`src/rtl/lcdrx_pkg.sv`:
```
package lcdrx_pkg;
  localparam int ADDR_BITS = 8;
  localparam int CTRL_BITS = 8;   // 4 port select, bias, blank, power save, reserved
  localparam int PSEL_BITS = 4;
  localparam int BIAS_OFS  = 4;
  localparam int BLANK_OFS = 5;
  localparam int SAVE_OFS  = 6;
  localparam int RSV_OFS   = 7;

  typedef struct packed {
    logic [PSEL_BITS-1:0] port_sel;
    logic                 bias_half;
    logic                 blank;
    logic                 pwr_save;
  } ctrl_t;
endpackage

```
`src/rtl/lcdrx_sync.sv`:
```
module lcdrx_sync #(
  parameter int W = 3
) (
  input  logic         clk,
  input  logic         rst,
  input  logic [W-1:0] async_in,
  output logic [W-1:0] lvl,
  output logic [W-1:0] rise,
  output logic [W-1:0] fall
);
  logic [1:0] arm_cnt;
  logic       armed;

  // edges are qualified once the delay line holds real samples
  always_ff @(posedge clk) begin
    if (rst)                  arm_cnt <= '0;
    else if (arm_cnt != 2'd3) arm_cnt <= arm_cnt + 2'd1;
  end
  assign armed = (arm_cnt == 2'd3);

  for (genvar i = 0; i < W; i++) begin : g_bit
    logic meta_q, sync_q, prev_q;
    always_ff @(posedge clk) begin
      if (rst) begin
        meta_q <= 1'b0;
        sync_q <= 1'b0;
        prev_q <= 1'b0;
      end else begin
        meta_q <= async_in[i];
        sync_q <= meta_q;
        prev_q <= sync_q;
      end
    end
    assign lvl[i]  = sync_q;
    assign rise[i] = armed & sync_q & ~prev_q;
    assign fall[i] = armed & ~sync_q & prev_q;
  end
endmodule

```
`src/rtl/lcdrx_guard.sv`:
```
module lcdrx_guard #(
  parameter int MIN_CYC = 4
) (
  input  logic clk,
  input  logic rst,
  input  logic ce_lvl,
  input  logic ce_rise,
  input  logic sclk_rise,
  input  logic sclk_fall,
  input  logic din_chg,
  output logic viol
);
  localparam int CW = $clog2(MIN_CYC + 1);
  localparam logic [CW-1:0] SAT = CW'(MIN_CYC);
  localparam logic [CW-1:0] LIM = CW'(MIN_CYC - 1);

  logic [CW-1:0] since_edge, since_rise, since_din;
  logic          bad;

  always_ff @(posedge clk) begin
    if (rst) begin
      since_edge <= SAT;
      since_rise <= SAT;
      since_din  <= SAT;
    end else begin
      since_edge <= (sclk_rise | sclk_fall) ? '0 : (since_edge == SAT ? SAT : since_edge + 1'b1);
      since_rise <= sclk_rise ? '0 : (since_rise == SAT ? SAT : since_rise + 1'b1);
      since_din  <= din_chg   ? '0 : (since_din  == SAT ? SAT : since_din  + 1'b1);
    end
  end

  // pulse width, setup before a rising edge, hold after it
  assign bad = ((sclk_rise | sclk_fall) && since_edge < LIM)
             || (sclk_rise && since_din < LIM)
             || (din_chg && since_rise < LIM);

  always_ff @(posedge clk) begin
    if (rst)                viol <= 1'b0;
    else if (ce_rise)       viol <= 1'b0;
    else if (ce_lvl && bad) viol <= 1'b1;
  end
endmodule

```
`src/rtl/lcdrx_shifter.sv`:
```
module lcdrx_shifter
  import lcdrx_pkg::*;
#(
  parameter logic [ADDR_BITS-1:0] DEV_ADDR = 8'h46,
  parameter int QBITS = 36,
  parameter int NQ    = 4,
  localparam int FRAME_BITS = QBITS + CTRL_BITS + NQ,
  localparam int DATA_W     = QBITS + CTRL_BITS - 1
) (
  input  logic              clk,
  input  logic              rst,
  input  logic              ce_lvl,
  input  logic              ce_rise,
  input  logic              ce_fall,
  input  logic              sclk_rise,
  input  logic              din_lvl,
  input  logic              viol,
  output logic              commit_v,
  output logic [NQ-1:0]     commit_q,
  output logic [DATA_W-1:0] commit_data
);
  localparam int BCW = $clog2(FRAME_BITS + 2);
  localparam logic [BCW-1:0] BSAT  = BCW'(FRAME_BITS + 1);
  localparam logic [BCW-1:0] BFULL = BCW'(FRAME_BITS);
  localparam int ACW = $clog2(ADDR_BITS + 2);
  localparam logic [ACW-1:0] ASAT  = ACW'(ADDR_BITS + 1);
  localparam logic [ACW-1:0] AFULL = ACW'(ADDR_BITS);

  logic [FRAME_BITS-1:0] sr;
  logic [BCW-1:0]        bcnt;
  logic [ADDR_BITS-1:0]  areg;
  logic [ACW-1:0]        acnt;
  logic                  addr_ok;
  logic [NQ-1:0]         dir;
  logic                  dir_ok, rsv_bit, accept;

  assign dir     = sr[FRAME_BITS-1 -: NQ];
  assign rsv_bit = sr[QBITS + RSV_OFS];
  assign dir_ok  = (dir != '0) && ((dir & (dir - 1'b1)) == '0);
  assign accept  = addr_ok && (bcnt == BFULL) && !viol && dir_ok && !rsv_bit;

  always_ff @(posedge clk) begin
    if (rst) begin
      sr          <= '0;
      bcnt        <= '0;
      areg        <= '0;
      acnt        <= '0;
      addr_ok     <= 1'b0;
      commit_v    <= 1'b0;
      commit_q    <= '0;
      commit_data <= '0;
    end else begin
      commit_v <= 1'b0;
      if (ce_rise) begin
        addr_ok <= (acnt == AFULL) && (areg == DEV_ADDR);
        bcnt    <= '0;
      end else if (ce_fall) begin
        commit_v    <= accept;
        commit_q    <= dir;
        commit_data <= sr[DATA_W-1:0];
        addr_ok     <= 1'b0;
        acnt        <= '0;
      end else if (sclk_rise) begin
        if (ce_lvl) begin
          sr   <= {din_lvl, sr[FRAME_BITS-1:1]};
          bcnt <= (bcnt == BSAT) ? BSAT : bcnt + 1'b1;
        end else begin
          areg <= {din_lvl, areg[ADDR_BITS-1:1]};
          acnt <= (acnt == ASAT) ? ASAT : acnt + 1'b1;
        end
      end
    end
  end

  assert_addr_gate_R1: assert property (@(posedge clk) disable iff (rst)
    (ce_fall && !addr_ok) |=> !commit_v);
  assert_frame_len_R4: assert property (@(posedge clk) disable iff (rst)
    commit_v |-> (bcnt == BFULL));
  assert_timing_gate_R9: assert property (@(posedge clk) disable iff (rst)
    (ce_fall && viol) |=> !commit_v);
endmodule

```
`src/rtl/lcdrx_store.sv`:
```
module lcdrx_store
  import lcdrx_pkg::*;
#(
  parameter int IMG_BITS = 136,
  parameter int QBITS    = 36,
  parameter int NQ       = 4,
  localparam int DATA_W  = QBITS + CTRL_BITS - 1
) (
  input  logic                clk,
  input  logic                rst,
  input  logic                commit_v,
  input  logic [NQ-1:0]       commit_q,
  input  logic [DATA_W-1:0]   commit_data,
  output logic [IMG_BITS-1:0] img_o,
  output ctrl_t               ctrl_o
);
  for (genvar q = 0; q < NQ; q++) begin : g_quarter
    localparam int LO = q * QBITS;
    localparam int W  = (q == NQ - 1) ? IMG_BITS - LO : QBITS;
    logic [W-1:0] qreg;
    always_ff @(posedge clk) begin
      if (rst)                          qreg <= '0;
      else if (commit_v && commit_q[q]) qreg <= commit_data[W-1:0];
    end
    assign img_o[LO +: W] = qreg;
  end

  always_ff @(posedge clk) begin
    if (rst) begin
      ctrl_o <= '0;
    end else if (commit_v && commit_q[0]) begin
      ctrl_o.port_sel  <= commit_data[QBITS +: PSEL_BITS];
      ctrl_o.bias_half <= commit_data[QBITS + BIAS_OFS];
      ctrl_o.blank     <= commit_data[QBITS + BLANK_OFS];
      ctrl_o.pwr_save  <= commit_data[QBITS + SAVE_OFS];
    end
  end

  assert_img_after_commit_R7: assert property (@(posedge clk) disable iff (rst)
    !$stable(img_o) |-> $past(commit_v));
  assert_ctrl_q0_only_R6: assert property (@(posedge clk) disable iff (rst)
    !$stable(ctrl_o) |-> $past(commit_v && commit_q[0]));
  assert_onehot_select_R5: assert property (@(posedge clk) disable iff (rst)
    commit_v |-> ($countones(commit_q) == 1));
endmodule

```
`src/rtl/lcd_serial_rx.sv`:
```
module lcd_serial_rx
  import lcdrx_pkg::*;
#(
  parameter logic [ADDR_BITS-1:0] DEV_ADDR = 8'h46,
  parameter int IMG_BITS = 136,
  parameter int QBITS    = 36,
  parameter int NQ       = 4,
  parameter int MIN_CYC  = 4
) (
  input  logic                clk,
  input  logic                rst,
  input  logic                ser_ce,
  input  logic                ser_clk,
  input  logic                ser_din,
  input  logic                inhibit_n,
  output logic [IMG_BITS-1:0] disp_image,
  output logic [3:0]          port_sel,
  output logic                bias_half,
  output logic                seg_blank,
  output logic                pwr_save,
  output logic                force_off
);
  localparam int DATA_W = QBITS + CTRL_BITS - 1;
  localparam int I_CE = 0, I_CK = 1, I_DI = 2;

  logic [2:0]        lvl, rise, fall;
  logic              viol, commit_v;
  logic [NQ-1:0]     commit_q;
  logic [DATA_W-1:0] commit_data;
  ctrl_t             ctrl;
  logic              inh_m, inh_s;

  lcdrx_sync #(.W(3)) sync_i (
    .clk(clk), .rst(rst),
    .async_in({ser_din, ser_clk, ser_ce}),
    .lvl(lvl), .rise(rise), .fall(fall)
  );

  lcdrx_guard #(.MIN_CYC(MIN_CYC)) guard_i (
    .clk(clk), .rst(rst),
    .ce_lvl(lvl[I_CE]), .ce_rise(rise[I_CE]),
    .sclk_rise(rise[I_CK]), .sclk_fall(fall[I_CK]),
    .din_chg(rise[I_DI] | fall[I_DI]),
    .viol(viol)
  );

  lcdrx_shifter #(.DEV_ADDR(DEV_ADDR), .QBITS(QBITS), .NQ(NQ)) shift_i (
    .clk(clk), .rst(rst),
    .ce_lvl(lvl[I_CE]), .ce_rise(rise[I_CE]), .ce_fall(fall[I_CE]),
    .sclk_rise(rise[I_CK]), .din_lvl(lvl[I_DI]), .viol(viol),
    .commit_v(commit_v), .commit_q(commit_q), .commit_data(commit_data)
  );

  lcdrx_store #(.IMG_BITS(IMG_BITS), .QBITS(QBITS), .NQ(NQ)) store_i (
    .clk(clk), .rst(rst),
    .commit_v(commit_v), .commit_q(commit_q), .commit_data(commit_data),
    .img_o(disp_image), .ctrl_o(ctrl)
  );

  always_ff @(posedge clk) begin
    if (rst) begin
      inh_m     <= 1'b0;
      inh_s     <= 1'b0;
      force_off <= 1'b1;
    end else begin
      inh_m     <= inhibit_n;
      inh_s     <= inh_m;
      force_off <= ~inh_s;
    end
  end

  assign port_sel  = ctrl.port_sel;
  assign bias_half = ctrl.bias_half;
  assign seg_blank = ctrl.blank;
  assign pwr_save  = ctrl.pwr_save;

  assert_force_off_R10: assert property (@(posedge clk) disable iff (rst)
    !inh_s |=> force_off);
endmodule

```
`config.mk`:
```
export PLATFORM = sky130hd
export DESIGN_NAME = lcd_serial_rx
export DESIGN_NICKNAME = d
export VERILOG_FILES = /design/src/rtl/lcdrx_pkg.sv /design/src/rtl/lcdrx_sync.sv /design/src/rtl/lcdrx_guard.sv /design/src/rtl/lcdrx_shifter.sv /design/src/rtl/lcdrx_store.sv /design/src/rtl/lcd_serial_rx.sv
export SDC_FILE = /design/constraint.sdc
export NUM_CORES = 1
export LEC_CHECK = 0
export BUFFER_PORTS_ARGS = -buffer_cell sky130_fd_sc_hd__buf_4
export CORE_MARGIN = 2
export CORE_UTILIZATION = 55
export CTS_CLUSTER_DIAMETER = 80
export CTS_CLUSTER_SIZE = 30
export DETAILED_ROUTE_END_ITERATION = 6
export PLACE_DENSITY = 0.77
export RECOVER_POWER = 100
export SYNTH_ARGS = -nofsm -noshare
export SYNTH_HDL_FRONTEND = slang
export SYNTH_HIERARCHICAL = 1
export SYNTH_SLANG_ARGS = --single-unit
```
`constraint.sdc`:
```
create_clock -name clk -period 5.7 [get_ports clk]
set_input_delay 1.14 -clock clk [delete_from_list [all_inputs] [get_ports clk]]
set_output_delay 1.14 -clock clk [all_outputs]
set_load 0.1 [all_outputs]
```
==> results.toml <==
[floorplan]
initial_core_util = 0.562
coreArea_mm2 = 0.0195
io_pins = 150
die_h_um = 145
die-area_mm2 = 0.0211
die_extent_in_x_um = 145
placement_rows = 51

[placed_design]
place_area_mm2 = 0.0121
routabilityCongestion = 0.737
io_buffers = 149
dp.final_hpwl_um = 13600

[yosys]
synth-warning-count = 6
synthesis.instances = 1146
syn_area_per_cell_um2 = 9.57
syn_area_mm2 = 0.0110
syn-num-nets = 1162

[finish]
finalCoreUtilization = 0.609
antenna_cells_inserted = 0
areaGrowthSynthToFinish_pct = 8.41
mostFrequentLayoutCell = "sky130_fd_sc_hd__dfxtp_1"
nets = 1254
final_cell_mix = "sky130_fd_sc_hd__dfxtp_1 (282), sky130_fd_sc_hd__nand2_1 (220), sky130_fd_sc_hd__nand2b_1 (173)"
final_design_area_no_fill_mm2 = 0.0119
layout-drive-gt1-share = 0.0411

[grt]
globalRoute.totalOverflow = 0
pin_count_of_the_biggest_net_entering_global_routing = 158
number_of_antenna_violations_at_the_first_check_in_global_routing = 0
grt_pass1_wl_um = 36300
global_route.usage.total = 0.199
number_of_global_route_vias_before_repair = 7369

[worst_hold_path]
worst_hold_path_type = "reg -> reg"

[timing]
fin_skew_ns = 0.0124
final.hold.worst_slack_ns = 0.390
max-slew-margin-rel = -0.780
setup_viol_count_final = 0
timing.final.hold_violations = 0
drv_slew = 157
rsz0062_at_grt = "no"
setup_total_negative_slack_ns = 0
post-route-min-period_ns = 3.65
layout_worst_path_cycle_share = 0.640
actual_transition_at_the_worst_max_transition_pin_ns = 2.67
fmax_mhz = 274

[worst_setup_path]
arrival_ns = 4.00
critical_path.startpoint_type = "input pin"
critPathCaptureType = "flop"
worstSetupPathType = "in -> reg"
worst_ep_required_time_ns = 6.05
critical_path_peak_fanout = 157

[outcome]
failing_checks = "max-capacitance violations, max-slew violations"
status = "complete, but fails checks"

[clocking]
insertion_delay_of_the_later_clocked_pin_in_the_worst_skew_pair_ns = 0.48
tritoncts.num_buffers = 13
cts_hold_repair.buffers = 0
post-cts-setup-buffers = 0
ctsRootBufferMaster = "sky130_fd_sc_hd__clkbuf_16"
clkTransAtPathRegs_ns = 0.11
cts_tree = "yes"
cts_max_path_buffers = 3
ctsResizeCount = 0
clock_tree.htree_level_count = 1
tritoncts_num_sinks = 282

[power_and_ir_drop]
ir_drop_mv = 0.205
p_leak_nw = 4.54
p_per_area_mw_per_mm2 = 263

[route]
drt_iter0_markers = 528
detail-route-antenna-nets = 0
post-route-drc-count = 0
post_drt_via_cell_ratio = 5.18
routed_wire_length_per_instance_um = 14.6
routed_wl_um = 22000
first_pass_iters = 5
dr_total_vias = 7796

[flow_run]
drv_cap = 1
-- cell type report --
cell class,count,area [µm²]
Tap cell,265,332
Timing Repair Buffer,155,633
Clock inverter,4,51.3
Sequential cell,282,5650
Inverter,14,52.6
Multi-Input combinational cell,772,4850
Clock buffer,13,325
Fill cell,1869,7640
-- final timing paths --
kind	endpoint	start	cells past startpoint	slack (ns)
worst max-delay path	store_i/g_quarter[2].qreg[31]$_SDFFE_PP0P_	rst	4	2.05
worst min register to register	force_off$_SDFF_PP1_	inh_s$_SDFF_PP0_	1	0.39
worst max register to register	shift_i/sr[44]$_SDFFE_PP0P_	sync_i/g_bit[0].sync_q$_SDFF_PP0_	5	3.02
worst min-delay path	force_off$_SDFF_PP1_	inh_s$_SDFF_PP0_	1	0.39
-- state kept, by name (all words and copies together) (netlist names), 2 cells and up --
| register | cells |
|---|---|
| shift_i/sr | 48 |
| shift_i/areg | 8 |
| shift_i/commit_q | 4 |
| guard_i/since_din | 3 |
| guard_i/since_edge | 3 |
| sync_i/g_bit.sync_q | 3 |
| shift_i/commit_data | 43 |
| shift_i/bcnt | 6 |
| guard_i/since_rise | 3 |
| sync_i/g_bit.meta_q | 3 |
| store_i/g_quarter.qreg | 136 |
| sync_i/g_bit.prev_q | 3 |
| sync_i/arm_cnt | 2 |
| shift_i/acnt | 4 |
| store_i/ctrl_o | 7 |
-- critical path: stages --
cell and delay, ns:
sky130_fd_sc_hd__clkbuf_2 1.83, sky130_fd_sc_hd__buf_4 0.63, sky130_fd_sc_hd__nand2b_1 0.21, sky130_fd_sc_hd__mux2i_1 0.08
-- layer usage --
metal	wire, µm	up-vias	part of all wire	GRT usage
met5	0	-	0	0
met4	261	0	0.012	0.0294
met3	820	17	0.037	0.0274
met2	10000	127	0.46	0.335
met1	10900	3699	0.49	0.281
li1	-	3953	-	-
-- stage by stage --
step	worst slack [ns]	total power, W	std cells
after detailed placement	2.86	0.00210	1488
final	2.05	0.00312	1505
after CTS	3.11	0.00316	1505
after global routing	1.78	0.00324	1505
after global placement	2.86	0.00210	1488
after floorplan	3.63	0.00209	1146
-- where the power goes --
group	internal, W	switching [W]	total [W]	leakage (nW)
logic	0.0000342	0.0000425	0.0000767	2.08
clock network	0.000468	0.000594	0.00106	0.183
registers	0.00198	0.00000593	0.00198	2.27
Note: power is estimated with default switching activity, not from simulation.
